**src/rtl/mii_port_pkg.sv**
```systemverilog
package mii_port_pkg;
  // strobes from control to datapath
  typedef struct packed {
    logic tick;   // one nibble slot moves this clock
    logic live;   // reset window over, outputs enabled
  } portStrobe_t;
endpackage

```
**src/rtl/mii_port_ctrl.sv**
```systemverilog
module mii_port_ctrl
  import mii_port_pkg::*;
#(
  parameter int HOLD_TICKS = 8,
  parameter int SLOW_DIV   = 10
) (
  input  logic        clk,
  input  logic        rst_n,
  input  logic        nibEn,
  input  logic        speed100,
  output portStrobe_t strobe
);
  localparam int HW = $clog2(HOLD_TICKS + 1);
  localparam int DW = $clog2(SLOW_DIV + 1);

  logic [HW-1:0] holdCnt;
  logic          live;
  logic [DW-1:0] divCnt;
  logic          slowHit;

  // reset-release window: count enable pulses before going live
  always_ff @(posedge clk or negedge rst_n) begin
    if (!rst_n) begin
      holdCnt <= '0;
      live    <= 1'b0;
    end else if (!live && nibEn) begin
      if (holdCnt == HW'(HOLD_TICKS - 1)) live <= 1'b1;
      else                                holdCnt <= holdCnt + 1'b1;
    end
  end

  // 10 Mb/s divider, parked at zero in 100 Mb/s mode
  always_ff @(posedge clk or negedge rst_n) begin
    if (!rst_n) begin
      divCnt <= '0;
    end else if (!live || speed100) begin
      divCnt <= '0;
    end else if (nibEn) begin
      divCnt <= slowHit ? '0 : divCnt + 1'b1;
    end
  end

  assign slowHit = (divCnt == DW'(SLOW_DIV - 1));

  always_comb begin
    strobe.live = live;
    strobe.tick = live & nibEn & (speed100 | slowHit);
  end
endmodule

```
**src/rtl/mii_port_dp.sv**
```systemverilog
module mii_port_dp
  import mii_port_pkg::*;
#(
  parameter int NIB_W = 4
) (
  input  logic                 clk,
  input  logic                 rst_n,
  input  portStrobe_t          strobe,
  input  logic                 fullDuplex,
  input  logic                 lineRxValid,
  input  logic [2*NIB_W-1:0]   lineRxByte,
  input  logic                 lineRxErr,
  output logic                 lineRxTake,
  output logic [NIB_W-1:0]     rxd,
  output logic                 rxDv,
  output logic                 rxEr,
  output logic                 crs,
  output logic                 col,
  input  logic [NIB_W-1:0]     txd,
  input  logic                 txEn,
  input  logic                 txEr,
  output logic                 lineTxValid,
  output logic [2*NIB_W-1:0]   lineTxByte,
  output logic                 lineTxErr
);
  localparam int BYTE_W = 2 * NIB_W;

  logic             rxPhase;
  logic [NIB_W-1:0] rxHigh;
  logic             rxHeldErr;
  logic             txPhase;
  logic             txAct;
  logic [NIB_W-1:0] txLow;
  logic             txErrAcc;

  // receive: byte -> low nibble, then high nibble
  always_ff @(posedge clk or negedge rst_n) begin
    if (!rst_n) begin
      rxPhase <= 1'b0; rxHigh <= '0; rxHeldErr <= 1'b0;
      rxd <= '0; rxDv <= 1'b0; rxEr <= 1'b0;
    end else if (!strobe.live) begin
      rxPhase <= 1'b0; rxHigh <= '0; rxHeldErr <= 1'b0;
      rxd <= '0; rxDv <= 1'b0; rxEr <= 1'b0;
    end else if (strobe.tick) begin
      if (!rxPhase) begin
        if (lineRxValid) begin
          rxd       <= lineRxByte[NIB_W-1:0];
          rxHigh    <= lineRxByte[BYTE_W-1:NIB_W];
          rxEr      <= lineRxErr;
          rxHeldErr <= lineRxErr;
          rxDv      <= 1'b1;
          rxPhase   <= 1'b1;
        end else begin
          rxd  <= '0;
          rxEr <= 1'b0;
          rxDv <= 1'b0;
        end
      end else begin
        rxd     <= rxHigh;
        rxEr    <= rxHeldErr;
        rxPhase <= 1'b0;
      end
    end
  end

  assign lineRxTake = strobe.tick & ~rxPhase & lineRxValid;

  // transmit: two nibbles -> one byte, strobe for one clock
  always_ff @(posedge clk or negedge rst_n) begin
    if (!rst_n) begin
      txPhase <= 1'b0; txAct <= 1'b0; txLow <= '0; txErrAcc <= 1'b0;
      lineTxValid <= 1'b0; lineTxByte <= '0; lineTxErr <= 1'b0;
    end else if (!strobe.live) begin
      txPhase <= 1'b0; txAct <= 1'b0; txLow <= '0; txErrAcc <= 1'b0;
      lineTxValid <= 1'b0; lineTxByte <= '0; lineTxErr <= 1'b0;
    end else begin
      lineTxValid <= 1'b0;
      if (strobe.tick) begin
        txAct <= txEn;
        if (txEn) begin
          if (!txPhase) begin
            txLow    <= txd;
            txErrAcc <= txEr;
            txPhase  <= 1'b1;
          end else begin
            lineTxByte  <= {txd, txLow};
            lineTxErr   <= txErrAcc | txEr;
            lineTxValid <= 1'b1;
            txPhase     <= 1'b0;
          end
        end else begin
          txPhase <= 1'b0;
        end
      end
    end
  end

  // duplex-dependent carrier and collision
  always_comb begin
    crs = rxDv | (~fullDuplex & txAct);
    col = ~fullDuplex & txAct & rxDv;
  end
endmodule

```
**src/rtl/mii_port_top.sv**
```systemverilog
module mii_port_top
  import mii_port_pkg::*;
#(
  parameter int HOLD_TICKS = 8,
  parameter int SLOW_DIV   = 10,
  parameter int NIB_W      = 4
) (
  input  logic               clk,
  input  logic               rst_n,
  input  logic               nibEn,
  input  logic               speed100,
  input  logic               fullDuplex,
  input  logic               lineRxValid,
  input  logic [2*NIB_W-1:0] lineRxByte,
  input  logic               lineRxErr,
  output logic               lineRxTake,
  output logic [NIB_W-1:0]   rxd,
  output logic               rxDv,
  output logic               rxEr,
  output logic               crs,
  output logic               col,
  output logic               miiOe,
  input  logic [NIB_W-1:0]   txd,
  input  logic               txEn,
  input  logic               txEr,
  output logic               lineTxEn,
  output logic               lineTxValid,
  output logic [2*NIB_W-1:0] lineTxByte,
  output logic               lineTxErr
);
  portStrobe_t        strobe;
  logic               dpTake, dpDv, dpEr, dpCrs, dpCol, dpTxValid, dpTxErr;
  logic [NIB_W-1:0]   dpRxd;
  logic [2*NIB_W-1:0] dpTxByte;

  mii_port_ctrl #(.HOLD_TICKS(HOLD_TICKS), .SLOW_DIV(SLOW_DIV)) u_ctrl (
    .clk(clk), .rst_n(rst_n), .nibEn(nibEn), .speed100(speed100), .strobe(strobe)
  );

  mii_port_dp #(.NIB_W(NIB_W)) u_dp (
    .clk(clk), .rst_n(rst_n), .strobe(strobe), .fullDuplex(fullDuplex),
    .lineRxValid(lineRxValid), .lineRxByte(lineRxByte), .lineRxErr(lineRxErr),
    .lineRxTake(dpTake), .rxd(dpRxd), .rxDv(dpDv), .rxEr(dpEr),
    .crs(dpCrs), .col(dpCol), .txd(txd), .txEn(txEn), .txEr(txEr),
    .lineTxValid(dpTxValid), .lineTxByte(dpTxByte), .lineTxErr(dpTxErr)
  );

  // isolation gate: nothing leaves until the reset window is over
  always_comb begin
    miiOe       = strobe.live;
    lineTxEn    = strobe.live;
    lineRxTake  = strobe.live & dpTake;
    rxd         = strobe.live ? dpRxd : '0;
    rxDv        = strobe.live & dpDv;
    rxEr        = strobe.live & dpEr;
    crs         = strobe.live & dpCrs;
    col         = strobe.live & dpCol;
    lineTxValid = strobe.live & dpTxValid;
    lineTxByte  = strobe.live ? dpTxByte : '0;
    lineTxErr   = strobe.live & dpTxErr;
  end
endmodule

```
**config.mk**
```make
export PLATFORM = sky130hd
export DESIGN_NAME = mii_port_top
export DESIGN_NICKNAME = d
export VERILOG_FILES = /design/src/rtl/mii_port_pkg.sv /design/src/rtl/mii_port_ctrl.sv /design/src/rtl/mii_port_dp.sv /design/src/rtl/mii_port_top.sv
export SDC_FILE = /design/constraint.sdc
export NUM_CORES = 1
export LEC_CHECK = 0
export ABC_CLOCK_PERIOD_IN_PS = 1600
export CELL_PAD_IN_SITES_DETAIL_PLACEMENT = 2
export CELL_PAD_IN_SITES_GLOBAL_PLACEMENT = 2
export CORE_MARGIN = 2
export CORE_UTILIZATION = 28
export DETAILED_ROUTE_END_ITERATION = 16
export PLACE_DENSITY_LB_ADDON = 0.1
export REMOVE_ABC_BUFFERS = 1
export SLEW_MARGIN = 5
export SYNTH_ARGS = -nofsm -noshare
export SYNTH_HDL_FRONTEND = slang
export SYNTH_SLANG_ARGS = --single-unit
```
**constraint.sdc**
```tcl
create_clock -name clk -period 1.6 [get_ports clk]
set_input_delay 0.48 -clock clk [delete_from_list [all_inputs] [get_ports clk]]
set_output_delay 0.48 -clock clk [all_outputs]
set_load 0.05 [all_outputs]
```
==> results of run 1 <==
## final cells by class
cell class	count	area (sq um)	share of cell area
Timing Repair Buffer	92	1140	0.329
Sequential cell	38	953	0.275
Clock buffer	6	82.6	0.0239
Inverter	20	90.1	0.0260
Tap cell	77	96.3	0.0278
Multi-Input combinational cell	111	1040	0.301
Clock inverter	2	60.1	0.0174
## registers in the layout (all words and copies together) (netlist names), 4 cells and up
signal           count
u_ctrl.divCnt        4
u_ctrl.holdCnt       4
u_dp.lineTxByte      8
u_dp.rxHigh          4
u_dp.rxd             4
u_dp.txLow           4
## through the flow
stage	instances	setup TNS, ns	util	setup WS [ns]	instance area [sq um]
2_1_floorplan	169	-38.29	-	-1.38	1830
3_3_place_gp	316	-11.91	0.436	-0.479	2800
3_5_place_dp	316	-14.22	0.436	-0.534	2800
4_1_cts	340	-4.33	0.509	-0.395	3270
5_1_grt	346	-10.64	0.539	-0.446	3460
6_report	346	-8.38	0.539	-0.404	3460
## how the worst max path moves through the flow
stage	depth (start not counted)	from	to
CTS	5	u_ctrl.divCnt[0]	lineRxTake
global placement	5	nibEn	lineRxTake
detailed placement	6	nibEn	u_dp.rxd[0]
floorplan	2	u_ctrl.live	crs
global route	5	u_ctrl.divCnt[0]	lineRxTake
finish	5	u_ctrl.divCnt[0]	lineRxTake
## layout by cell type (no fill, tap or decap), drive strengths merged, types with 2 or more instances in the layout
cell	n
nand2	18
dfrtp	38
dlygate4sd2	4
and4	3
a221o	3
mux2	9
inv	20
a21oi	7
and2	13
or4	2
nand3b	2
xnor2	3
bufinv	2
clkdlybuf4s50	14
and3	2
buf	71
nand3	5
nand4	5
ha	3
and4b	2
nor2	5
mux2i	12
and3b	2
clkbuf	7
o21ai	5
## metal layers
metal,track usage,wire [um]
met1,0.235,3030
met2,0.377,4150
met3,0.0404,208
met4,0.0693,136
met5,0,0
## timing repair
item / in CTS / in global routing
gates resized for setup: 62 / 36
pin swaps: 12 / 15
buffers inserted: 16 / 10
endpoints found under the setup margin: 51 / 48
cloned: 3 / 0
## power groups by stage
| stage | clock (mW) | sequential [mW] | combinational, mW |
|---|---|---|---|
| finish | 1.05 | 1.31 | 2.12 |
| global route | 1.11 | 1.33 | 2.22 |
| CTS | 1.05 | 1.29 | 1.96 |
| detailed placement | 0 | 1.28 | 1.77 |
| global placement | 0 | 1.27 | 1.71 |
| floorplan | 0 | 1.25 | 0.876 |
## cell families after synthesis
kind of cell,synth area share
AND/OR/NAND/NOR,0.187
flip-flops,0.506
buffers and inverters,0.0666
AO/OA/AOI/OAI,0.0880
multiplexers,0.118
XOR/XNOR,0.0140
adder cells (fa/ha/maj),0.0200
==> results.py, run 1 <==
metrics = {
    "power": {
        "p_leak_nw": 1.67,
        "clkPwrFrac": 0.234,
        "p_sw_mw": 1.53,
        "power_frac_comb": 0.474,
        "total_power_mw": 4.48,
        "p_per_area_nw_per_um2": 1290,
        "peakVddDrop_uv": 983,
        "switching_share": 0.342,
        "p_int_mw": 2.95,
        "seq_power_share": 0.292,
    },
    "synthesis": {
        "synthesis.area_sq_um": 1880,
        "synthArstFlopShare": 1.00,
        "ys_types": 38,
        "ys_seq_elements": 38,
        "synth_area_leaders": "dfrtp_1 51%, mux2i_1 6.4%, mux2_2 5.4%, and2_1 4.3%, inv_1 3.8%",
        "synth-warning-count": 0,
        "yosysMostFrequentCell": "dfrtp_1",
        "synthTopCellsByCount": "38 x dfrtp_1, 19 x inv_1, 18 x nand2_1",
        "synth_cells": 178,
        "synth_flop_cell": "dfrtp_1",
        "yosysTopAreaCellShare": 0.506,
        "syn_area_per_cell_sq_um": 10.6,
        "synth-edff-count": 0,
        "seq_area_frac_synth": 0.506,
        "synth_top_area_cell": "dfrtp_1",
    },
    "clock_network": {
        "clk_latency_ns": 0.30,
        "cts.root.buffer_cell": "clkbuf_8",
        "numCtsBuffers": 5,
        "htree_num_levels": 2,
        "cts_tree": "done",
        "cts_max_path_buffers": 2,
        "tritoncts_num_sinks": 38,
        "hold_buffers": 0,
        "path_clk_slew_ns": 0.08,
    },
    "worst_setup_path": {
        "r2r_end": "u_dp.lineTxByte[3]",
        "r2r_setup_slack_ns": -0.34,
        "cpLargestDelayFamily": "flip-flops",
        "critical_path.max_fanout": 2,
        "worst_ep_arrival_time_ns": 1.52,
        "cp-end-kind": "output port",
        "crit_path_start_kind": "flop",
        "reg2reg_depth": 9,
        "slowest_delay_ns": 0.42,
        "worst-path-buf-inv": 2,
        "crit_chain": "ha_4, and3b_2, o21ai_4, inv_4, buf_12",
        "critPathRequiredTime_ns": 1.12,
        "slowest_stage": "dfrtp_1",
        "r2r_start": "u_ctrl.divCnt[1]",
        "path_class": "reg2out",
    },
    "timing": {
        "setup_ws_ns": -0.404,
        "slew_viol_final": 0,
        "slew_headroom": 0.724,
        "period_minus_slack_ns": 2.00,
        "rsz0062_at_grt": "true",
        "worstMarginPinSlew_ns": 0.413,
        "setup_viol": 46,
        "period_share": 1.25,
        "hold_viol": 0,
        "clock_skew_ns": 0.0106,
        "hold_slack_ns": 0.131,
        "fmax_mhz": 499,
    },
    "run_status": {
        "violations": "design-rule violations, negative setup slack",
        "outcome": "complete, but fails checks",
    },
    "floorplanning": {
        "dieHeight_um": 85.9,
        "dieWidth_um": 85.9,
        "die-area_sq_um": 7380,
        "start_util": 0.292,
        "rows": 29,
        "ios": 42,
        "core_area_sq_um": 6420,
    },
    "hold_path": {
        "hold_class": "in2async",
    },
    "route": {
        "wirelength_um": 7520,
        "first_pass_iters": 10,
        "antenna_left": 0,
        "viasPerCell": 5.11,
        "drt_first_iter_violations": 64,
        "drc": 3,
        "wl_per_cell_um": 21.7,
        "vias": 1768,
    },
    "placed_design": {
        "finalWeightedCongestion": 0.774,
        "port_buffers": 41,
        "hpwl_um": 4380,
    },
    "finish": {
        "final_nets": 292,
        "diodes": 0,
        "fillCellCount": 625,
        "areaGrowthSynthToFinish_pct": 84.3,
        "drive_gt1_frac": 0.509,
    },
    "global_route": {
        "antenna_found_initial": 0,
        "grt_max_degree": 39,
        "grt_pass1_vias": 2023,
        "grt_pass1_wl_um": 11200,
        "grt_remaining_overflow": 0,
        "grt_usage": 0.205,
    },
    "flow_run": {
        "maxCapViolCount": 0,
    },
}
No activity file was read; power rests on OpenSTA's default activity.
==> run 2: changes to the inputs <==
Settings changed: ABC_CLOCK_PERIOD_IN_PS 1600 to 1950, CORE_UTILIZATION 28 to 31.
Clock period 1.6 ns to 1.95 ns, I/O delays scaled along.
==> run 2 against run 1 <==
  * The run ends with negative setup slack left
  * First-iteration DRC count fell by 34%
  * Die area fell by 9.2%
  * Hold slack improved by 0.13 ns
  * Total power fell by 33%
  * Largest cell class is now registers
==> results.py, run 2 (synthesis results as in run 1) <==
metrics = {
    "power": {
        "peakVddDrop_uv": 748,
        "total_power_mw": 3.00,
        "p_leak_nw": 1.41,
        "p_per_area_nw_per_um2": 1050,
    },
    "route": {
        "wirelength_um": 5740,
        "drt_first_iter_violations": 42,
        "wl_per_cell_um": 18.3,
        "first_pass_iters": 4,
        "viasPerCell": 5.01,
        "antenna_left": 0,
        "vias": 1568,
        "drc": 0,
    },
    "run_status": {
        "violations": "negative setup slack",
        "outcome": "complete, but fails checks",
    },
    "worst_setup_path": {
        "worst_ep_arrival_time_ns": 1.53,
        "cpLargestDelayFamily": "flip-flops",
        "crit_chain": "inv_2, ha_4, and3b_2, o21ai_4, inv_4, buf_12",
        "path_class": "reg2out",
        "r2r_setup_slack_ns": 0.10,
        "slowest_stage": "dfrtp_1",
        "r2r_start": "u_ctrl.divCnt[1]",
        "critical_path.max_fanout": 2,
        "cp-end-kind": "output port",
        "slowest_delay_ns": 0.38,
        "crit_path_start_kind": "flop",
        "r2r_end": "u_dp.rxd[2]",
        "worst-path-buf-inv": 3,
        "reg2reg_depth": 8,
        "critPathRequiredTime_ns": 1.36,
    },
    "clock_network": {
        "htree_num_levels": 2,
        "cts_tree": "done",
        "clk_latency_ns": 0.29,
        "path_clk_slew_ns": 0.08,
        "tritoncts_num_sinks": 38,
        "numCtsBuffers": 5,
        "cts_max_path_buffers": 2,
        "hold_buffers": 0,
        "cts.root.buffer_cell": "clkbuf_8",
    },
    "timing": {
        "fmax_mhz": 472,
        "hold_slack_ns": 0.258,
        "setup_viol": 1,
        "slew_headroom": 0.659,
        "period_share": 1.09,
        "hold_viol": 0,
        "clock_skew_ns": 0.00856,
        "rsz0062_at_grt": "true",
        "setup_ws_ns": -0.168,
        "period_minus_slack_ns": 2.12,
        "fin_setup_tns_ns": -0.168,
        "slew_viol_final": 0,
        "worstMarginPinSlew_ns": 0.512,
    },
    "global_route": {
        "grt_use_met1": 0.217,
        "grt_max_degree": 34,
        "grt_pass1_vias": 1798,
        "grt_remaining_overflow": 0,
        "grtUsageMet3": 0.0429,
        "grt_usage": 0.186,
        "met2_usage": 0.349,
        "grt_pass1_wl_um": 9260,
        "antenna_found_initial": 0,
        "top_usage_layer": "met2",
    },
    "floorplanning": {
        "ios": 42,
        "core_area_sq_um": 5890,
        "dieHeight_um": 81.8,
        "dieWidth_um": 81.8,
        "die-area_sq_um": 6700,
        "start_util": 0.319,
        "rows": 28,
    },
    "finish": {
        "fin_cells": 313,
        "drive_gt1_frac": 0.303,
        "fillCellCount": 612,
        "seq_area_sq_um": 952,
        "most-common-layout-cells": "37 x dfrtp_1, 25 x buf_12, 18 x inv_1, 18 x nand2_1, 17 x buf_4",
        "largest_register_ffs": 8,
        "areaGrowthSynthToFinish_pct": 51.6,
        "max_flop_register": "u_dp.lineTxByte",
        "fin_util": 0.484,
        "fin_area_sq_um": 2850,
        "final_nets": 262,
        "diodes": 0,
        "layout_commonest_cell": "dfrtp_1",
        "multi_input_area_sq_um": 827,
    },
    "placed_design": {
        "dp_slack_ns": -0.377,
        "dpl.cell_count": 303,
        "port_buffers": 41,
        "finalWeightedCongestion": 0.751,
        "postPlaceCellArea_sq_um": 2730,
        "hpwl_um": 4350,
    },
    "hold_path": {
        "hold_class": "in2async",
    },
    "flow_run": {
        "maxCapViolCount": 0,
    },
}
==> run 2: worst max-delay path by stage <==
stage	slack [ns]	start	cells past startpoint	endpoint
after floorplan	-1.14	u_ctrl.live	2	crs
after global placement	-0.27	nibEn	5	lineRxTake
after detailed placement	-0.38	nibEn	5	u_dp.rxd[3]
after CTS	-0.16	u_ctrl.divCnt[1]	6	lineRxTake
after global routing	-0.22	u_ctrl.divCnt[1]	6	lineRxTake
final	-0.17	u_ctrl.divCnt[1]	6	lineRxTake
==> run 2: worst register-to-register path, delay by kind of cell, from the launching register on <==
family | cells | cell delay [ns]
AOI/OAI and AO/OA | 2 | 0.54
adders and majority gates | 1 | 0.16
buffers and inverters | 4 | 0.40
DFF | 1 | 0.38
and+or+nand+nor | 1 | 0.24
==> run 2: final cells by class <==
| type | instances | share of cell area |
|---|---|---|
| Clock buffer | 5 | 0.0242 |
| Inverter | 20 | 0.0272 |
| Multi-Input combinational cell | 111 | 0.290 |
| Tap cell | 75 | 0.0330 |
| Sequential cell | 38 | 0.334 |
| Clock inverter | 2 | 0.00351 |
| Timing Repair Buffer | 62 | 0.287 |
==> run 2: per-layer routing <==
metal | vias up | share of wire
met1 | 796 | 0.39
met3 | 2 | 0.039
met2 | 32 | 0.57
met5 | - | 0
li1 | 738 | -
met4 | 0 | 0.0030
==> run 2: timing repair <==
item / CTS / global route
setup buffers: 3 / 0
pin swaps: 2 / 1
setup endpoints to repair: 13 / 5
gates resized for setup: 5 / 8
endpoints found under the hold margin: 0 / 0
==> run 2: report_power, final <==
group          internal (mW)  switching (mW)  total, mW  leakage [nW]
sequential             0.963          0.0819       1.04         0.466
clock                  0.240           0.274      0.514        0.0438
combinational          0.698           0.747       1.45         0.898
total                   1.90            1.10       3.00          1.41
